### src/rtl/fn_sleep_pkg.sv
package fn_sleep_pkg;
  localparam int DW = 8;
  localparam int AW = 8;
  localparam logic [AW-1:0] A_SLEEP  = 8'hF0;
  localparam logic [AW-1:0] A_ICLR   = 8'hF1;
  localparam logic [AW-1:0] A_FH0    = 8'hF2;
  localparam logic [AW-1:0] A_FH1    = 8'hF3;
  localparam logic [AW-1:0] A_TH0    = 8'hF4;
  localparam logic [AW-1:0] A_TH1    = 8'hF5;
  localparam logic [AW-1:0] A_EXTEN  = 8'hF6;

  typedef enum logic [1:0] {
    MODE_TORPID = 2'd0,
    MODE_AWAKE  = 2'd1,
    MODE_DROWSY = 2'd2
  } sleep_mode_t;

  typedef struct packed {
    logic [3:0] func;
    logic       rdy_en;
    logic       wake;
  } sleep_reg_t;
endpackage

### src/rtl/fn_sleep_regs.sv
module fn_sleep_regs
  import fn_sleep_pkg::*;
#(
  parameter int NUM_FUNC = 7
) (
  input  logic                clk,
  input  logic                rst_n,
  input  logic                host_wr_en,
  input  logic                host_rd_en,
  input  logic [AW-1:0]       host_addr,
  input  logic [DW-1:0]       host_wdata,
  output logic [DW-1:0]       host_rdata,
  input  logic                chip_wr_en,
  input  logic                chip_wr_sel,
  input  logic [DW-1:0]       chip_wr_data,
  input  logic [NUM_FUNC-1:0] fn_rst,
  input  logic                irq_level,
  output sleep_reg_t          sleep_q,
  output logic                irq_clr,
  output logic [NUM_FUNC-1:0] ext_en
);
  localparam int SCR_N = 2;

  logic [DW-1:0] fh_q [SCR_N];
  logic [DW-1:0] th_q [SCR_N];
  logic          any_rst;
  logic [DW-1:0] rd_mux;

  assign any_rst = |fn_rst;
  assign irq_clr = host_wr_en && (host_addr == A_ICLR) && host_wdata[0];

  always_ff @(posedge clk or negedge rst_n) begin
    if (!rst_n) begin
      sleep_q <= '0;
    end else if (host_wr_en && host_addr == A_SLEEP) begin
      sleep_q.func   <= host_wdata[7:4];
      sleep_q.rdy_en <= host_wdata[1];
      sleep_q.wake   <= host_wdata[0];
    end
  end

  genvar s;
  generate
    for (s = 0; s < SCR_N; s++) begin : g_scr
      always_ff @(posedge clk or negedge rst_n) begin
        if (!rst_n) begin
          fh_q[s] <= '0;
        end else if (any_rst) begin
          fh_q[s] <= '0;
        end else if (host_wr_en && host_addr == A_FH0 + AW'(s)) begin
          fh_q[s] <= host_wdata;
        end
      end

      always_ff @(posedge clk or negedge rst_n) begin
        if (!rst_n) begin
          th_q[s] <= '0;
        end else if (chip_wr_en && (int'(chip_wr_sel) == s)) begin
          th_q[s] <= chip_wr_data;
        end
      end
    end
  endgenerate

  genvar f;
  generate
    for (f = 0; f < NUM_FUNC; f++) begin : g_ext
      always_ff @(posedge clk or negedge rst_n) begin
        if (!rst_n) begin
          ext_en[f] <= 1'b0;
        end else if (fn_rst[f]) begin
          ext_en[f] <= 1'b0;
        end else if (host_wr_en && host_addr == A_EXTEN) begin
          ext_en[f] <= host_wdata[f+1];
        end
      end
    end
  endgenerate

  always_comb begin
    rd_mux = '0;
    unique case (host_addr)
      A_SLEEP: rd_mux = {sleep_q.func, 2'b00, sleep_q.rdy_en, sleep_q.wake};
      A_ICLR:  rd_mux = {{(DW-1){1'b0}}, irq_level};
      A_FH0:   rd_mux = fh_q[0];
      A_FH1:   rd_mux = fh_q[1];
      A_TH0:   rd_mux = th_q[0];
      A_TH1:   rd_mux = th_q[1];
      A_EXTEN: rd_mux = DW'({ext_en, 1'b0});
      default: rd_mux = '0;
    endcase
  end

  always_ff @(posedge clk or negedge rst_n) begin
    if (!rst_n) begin
      host_rdata <= '0;
    end else if (host_rd_en) begin
      host_rdata <= rd_mux;
    end
  end
endmodule

### src/rtl/fn_sleep_fsm.sv
module fn_sleep_fsm
  import fn_sleep_pkg::*;
(
  input  logic       clk,
  input  logic       rst_n,
  input  sleep_reg_t sleep_q,
  input  logic       pm_awake,
  input  logic       irq_clr,
  output logic       allow_sleep,
  output logic       wake_out,
  output logic       host_irq,
  output logic       awake_rise
);
  sleep_mode_t mode;
  logic        awake_q;
  logic        pend_q;

  always_comb begin
    if (!sleep_q.wake)       mode = MODE_TORPID;
    else if (sleep_q.rdy_en) mode = MODE_DROWSY;
    else                     mode = MODE_AWAKE;
  end

  assign allow_sleep = (mode == MODE_TORPID);
  assign wake_out    = (mode != MODE_TORPID) && !pm_awake;
  assign awake_rise  = pm_awake && !awake_q;

  always_ff @(posedge clk or negedge rst_n) begin
    if (!rst_n) awake_q <= 1'b0;
    else        awake_q <= pm_awake;
  end

  always_ff @(posedge clk or negedge rst_n) begin
    if (!rst_n) begin
      pend_q <= 1'b0;
    end else if (mode == MODE_DROWSY && awake_rise) begin
      pend_q <= 1'b1;
    end else if (irq_clr || mode != MODE_DROWSY) begin
      pend_q <= 1'b0;
    end
  end

  assign host_irq = pend_q && (mode == MODE_DROWSY);
endmodule

### src/rtl/fn_sleep_ctrl.sv
module fn_sleep_ctrl
  import fn_sleep_pkg::*;
#(
  parameter int NUM_FUNC = 7
) (
  input  logic                clk,
  input  logic                rst_n,
  input  logic                host_wr_en,
  input  logic                host_rd_en,
  input  logic [7:0]          host_addr,
  input  logic [7:0]          host_wdata,
  output logic [7:0]          host_rdata,
  input  logic                chip_wr_en,
  input  logic                chip_wr_sel,
  input  logic [7:0]          chip_wr_data,
  input  logic                pm_awake,
  input  logic [NUM_FUNC-1:0] cccr_io_en,
  input  logic [NUM_FUNC-1:0] fn_rst,
  output logic                allow_sleep,
  output logic                wake_out,
  output logic                host_irq,
  output logic [NUM_FUNC-1:0] fn_reset_flag
);
  sleep_reg_t          sleep_q;
  logic                irq_clr;
  logic                awake_rise;
  logic [NUM_FUNC-1:0] ext_en;

  fn_sleep_regs #(.NUM_FUNC(NUM_FUNC)) u_regs (
    .clk(clk), .rst_n(rst_n),
    .host_wr_en(host_wr_en), .host_rd_en(host_rd_en),
    .host_addr(host_addr), .host_wdata(host_wdata), .host_rdata(host_rdata),
    .chip_wr_en(chip_wr_en), .chip_wr_sel(chip_wr_sel), .chip_wr_data(chip_wr_data),
    .fn_rst(fn_rst), .irq_level(host_irq),
    .sleep_q(sleep_q), .irq_clr(irq_clr), .ext_en(ext_en)
  );

  fn_sleep_fsm u_fsm (
    .clk(clk), .rst_n(rst_n), .sleep_q(sleep_q), .pm_awake(pm_awake),
    .irq_clr(irq_clr), .allow_sleep(allow_sleep), .wake_out(wake_out),
    .host_irq(host_irq), .awake_rise(awake_rise)
  );

  assign fn_reset_flag = cccr_io_en & ~ext_en;
endmodule

### config.mk
export PLATFORM = sky130hd
export DESIGN_NAME = fn_sleep_ctrl
export DESIGN_NICKNAME = d
export VERILOG_FILES = /design/src/rtl/fn_sleep_pkg.sv /design/src/rtl/fn_sleep_regs.sv /design/src/rtl/fn_sleep_fsm.sv /design/src/rtl/fn_sleep_ctrl.sv
export SDC_FILE = /design/constraint.sdc
export NUM_CORES = 1
export LEC_CHECK = 0
export ABC_AREA = 0
export BUFFER_PORTS_ARGS = -buffer_cell sky130_fd_sc_hd__buf_2
export CAP_MARGIN = 30
export CORE_AREA = 2 2 87 89
export CTS_CLUSTER_DIAMETER = 60
export DETAILED_ROUTE_END_ITERATION = 10
export DIE_AREA = 0 0 89 91
export GPL_TIMING_DRIVEN = 1
export PLACE_DENSITY = 0.72
export RECOVER_POWER = 25
export SLEW_MARGIN = 15
export SYNTH_ARGS = -nofsm -noshare
export SYNTH_HDL_FRONTEND = slang
export SYNTH_SLANG_ARGS = --single-unit
### constraint.sdc
create_clock -name clk -period 1.15 [get_ports clk]
set_input_delay 0.115 -clock clk [delete_from_list [all_inputs] [get_ports clk]]
set_output_delay 0.115 -clock clk [all_outputs]
set_load 0.02 [all_outputs]
==> impl_results.md <==
* Number of global-route vias before repair at 2287
* Count of flip-flops with a built-in enable after synthesis at 0
* Count of antenna diodes in the layout at 0
* Residual DRC count at 0
* Time the worst path needs with I/O delays and setup at 1.34 ns
* Number of port buffers at 62
* Final HPWL from detailed placement at 5.27 mm
* Final worst-path setup slack at -0.193 ns
* Count of distinct cell types in the synthesized netlist at 36
* R2r worst-path depth at 3
* Type of the most critical hold path: in2reg
* Average cell area after synthesis at 11.3 sq um
* Setup repair after global routing missed its margin: yes
* Max Cap Violations at 0
* Core Region at 0.00714 sq mm
* Gate Count Post-Synth at 241
* Flip-flop cell with the highest count after synthesis: dfrtp_1
* DP Area at 0.00340 sq mm
* Critical path startpoint category: flop
* Final setup vio count at 7
* Hold Slack at 0.0404 ns
* Hold depth at 2
* I/O pin total at 63
* Initial DRC count at 168
* Total internal power at 3.06 mW
* Arr. time, crit path at 1.55 ns
* Highest net fanout along the worst path at 2
* Final hold violation count at 0
* Number of antenna violations at the first check in global routing at 0
* Routed vias at 2323
* Root buffer cell: clkbuf_8
* Clock Tree Buf Depth at 2
* Failing checks: setup timing
* First-pass GRT wire length at 11.1 mm
* CTS tree: built
* Achievable Freq at 744 MHz
* Switch share at 24.0%
* Layout Cell Area excl Fill at 0.00382 sq mm
* Std cell rows at 31
* Top cell types by occurrence after synthesis: 55 x dfrtp_1, 27 x mux2_2, 27 x nand2_1
* Final core area utilization at 53.6%
* Register area share after synthesis at 50.7%
* Worst max-slew margin expressed relative to the limit at 54.2%
* TritonCTS buffer count at 5
* Total GRT Usage at 17.8%
* Cell type with the highest aggregate area in the netlist: dfrtp_1
* Element type at the critical path end: flop
* Average vias per placed instance at 5.08
* Area Growth Syn to Fin at 40.8%
* Tcrit/Tclk final at 117%
* Number of max-slew violations in the final report at 0
* Share of the synthesized area in the top cell type at 50.7%
* Cell Area, Synth at 0.00271 sq mm
* Gpl congestion at 0.838
* Clock latency of the later-clocked register in the worst-skew pair at 0.31 ns
* WP data required at 1.36 ns
* Final std cells w/o fill at 457
* Clock sink total at 55
* Combinational fraction of design power at 15.5%
* Sequential power share at 51.9%
* Ys Warns at 0
* Post-detailed-route wirelength per cell at 16.1 um
* Library cell with the highest instance count after synthesis: dfrtp_1
* Synth top area cells: dfrtp_1 51%, mux2_2 11%, mux2i_1 7.7%, nand2_1 3.7%, nor2b_1 3.5%
* Switching power of the nets at 0.968 mW
* Number of storage elements in the synthesis netlist at 55
* Share of cells above drive strength 1 at 46.4%
* Effective utilization at floorplan at 38.0%
* Crit Path Class: reg2reg
* Final setup skew at 0.00814 ns
* Peak VDD IR at 0.535 mV
* Fin nets at 402
* Power Density at 1050 mW/mm^2
* Ys async rst share at 100%
* Result of the run: finished, violations left
* Clock transition at the registers of the reported paths at 0.10 ns
* Number of H-tree branching levels at 2
* DRT Pass-1 Iters at 4
* Remaining Overflow, GRT at 0
* Die ar. at 0.00810 sq mm
* Proportion of power drawn by the clock network at 32.6%
* Synthesized net count at 286
* Largest net degree at the start of global routing at 56
* Die outline width at 89 um
* Transition time at the pin with the least slew margin at 0.687 ns
* Placed insts at 427
* Detailed Route WL at 7.35 mm
* Height of the die at 91 um
* Final antenna-violating net count at 0
* Leak pwr at 1.75 nW
==> kinds of logic after synthesis <==
group	after synthesis	synth area share, %
mux	48	18.9
compound gates	39	10.4
buf+inv	17	3.04
flops	55	50.7
simple gates	82	16.9
==> layout make-up <==
type	instances	area [sq um]
Multi-Input combinational cell	169	1330
Inverter	7	26.3
Sequential cell	55	1380
Timing Repair Buffer	119	848
Tap cell	99	124
Fill cell	659	3310
Clock inverter	2	35.0
Clock buffer	6	82.6
==> timing repair <==
item	CTS	global route
pin swaps	3	9
gates resized for setup	11	23
buffers inserted	4	10
hold buffers	9	0
setup endpoints to repair	7	28
hold endpoints to repair	63	0
gates cloned	0	1
==> metrics by stage <==
| stage | power (mW) | TNS (ns) | worst slack (ns) |
|---|---|---|---|
| floorplan | 2.39 | -3.80 | -0.137 |
| global placement | 2.66 | -6.51 | -0.218 |
| detailed placement | 2.69 | -7.35 | -0.254 |
| CTS | 4.02 | -0.720 | -0.194 |
| global route | 4.18 | -1.27 | -0.219 |
| finish | 4.03 | -0.707 | -0.193 |
==> critical path, cell delays in order (launching register included) <==
cell and delay (ns):
dfrtp_1 0.40, mux2_2 0.28, a221o_1 0.34, a32o_1 0.22
==> worst paths after layout <==
path | start | endpoint | slack, ns
worst max-delay path | u_regs.fh_q[14]$_DFFE_PN0P_ | u_regs.host_rdata[6]$_DFFE_PN0P_ | -0.19
worst min-delay path | chip_wr_data[1] | u_regs.th_q[9]$_DFFE_PN0P_ | 0.04
worst max register to register | u_regs.fh_q[14]$_DFFE_PN0P_ | u_regs.host_rdata[6]$_DFFE_PN0P_ | -0.19
worst min register to register | u_regs.host_rdata[0]$_DFFE_PN0P_ | u_regs.host_rdata[0]$_DFFE_PN0P_ | 0.50
max in group asynchronous | rst_n | u_regs.fh_q[4]$_DFFE_PN0P_ | 0.22
min in group asynchronous | rst_n | u_regs.fh_q[1]$_DFFE_PN0P_ | 0.46
==> sequential cells by signal, indices dropped and copies added, names as in the netlist <==
| signal | count |
|---|---|
| u_regs.fh_q | 16 |
| u_regs.th_q | 16 |
| u_regs.host_rdata | 8 |
| u_regs.ext_en | 7 |
| u_regs.sleep_q | 6 |
| u_fsm.awake_q | 1 |
| u_fsm.pend_q | 1 |
==> power by group through the flow <==
| stage | Clock [mW] | Combinational (mW) | Sequential (mW) |
|---|---|---|---|
| 2_1_floorplan | 0 | 0.284 | 2.11 |
| 3_3_place_gp | 0 | 0.546 | 2.12 |
| 3_5_place_dp | 0 | 0.563 | 2.12 |
| 4_1_cts | 1.34 | 0.597 | 2.09 |
| 5_1_grt | 1.40 | 0.681 | 2.10 |
| 6_report | 1.31 | 0.624 | 2.09 |
==> placed cells by master (no fill, tap or decap), types with 2 or more instances in the layout <==
master         netlist  layout
a21oi_1             11       5
o21ai_0              4       4
clkbuf_8             0       6
buf_12               0       3
buf_4                0      45
a31oi_1              4       4
dfrtp_1             55      55
buf_2                3      54
nor2b_1             15      14
inv_1                7       6
o221ai_1             3       3
nand2_1             27      27
mux2i_1             21      21
a221oi_2             0       2
nor4_4               2       2
mux2_2              27      25
a22o_1               3       3
and2_1               2       2
a21oi_2              0       6
a221o_1              3       3
buf_6                2       8
nor2_1              22      21
a32o_1               3       3
mux2_4               0       2
dlygate4sd3_1        0       9
nand3_1              2       2
==> metal layers <==
layer  global-route usage (%)  wire [um]  vias to the layer above  part of all wire, %
li1                         -          -                     1095                    -
met1                     23.2       3030                     1151                   41
met2                     29.5       3820                       65                   52
met3                     3.64        326                       12                  4.4
met4                     5.85        173                        0                  2.4
met5                        0          0                        -                    0
(Power assumes the default switching activity.)
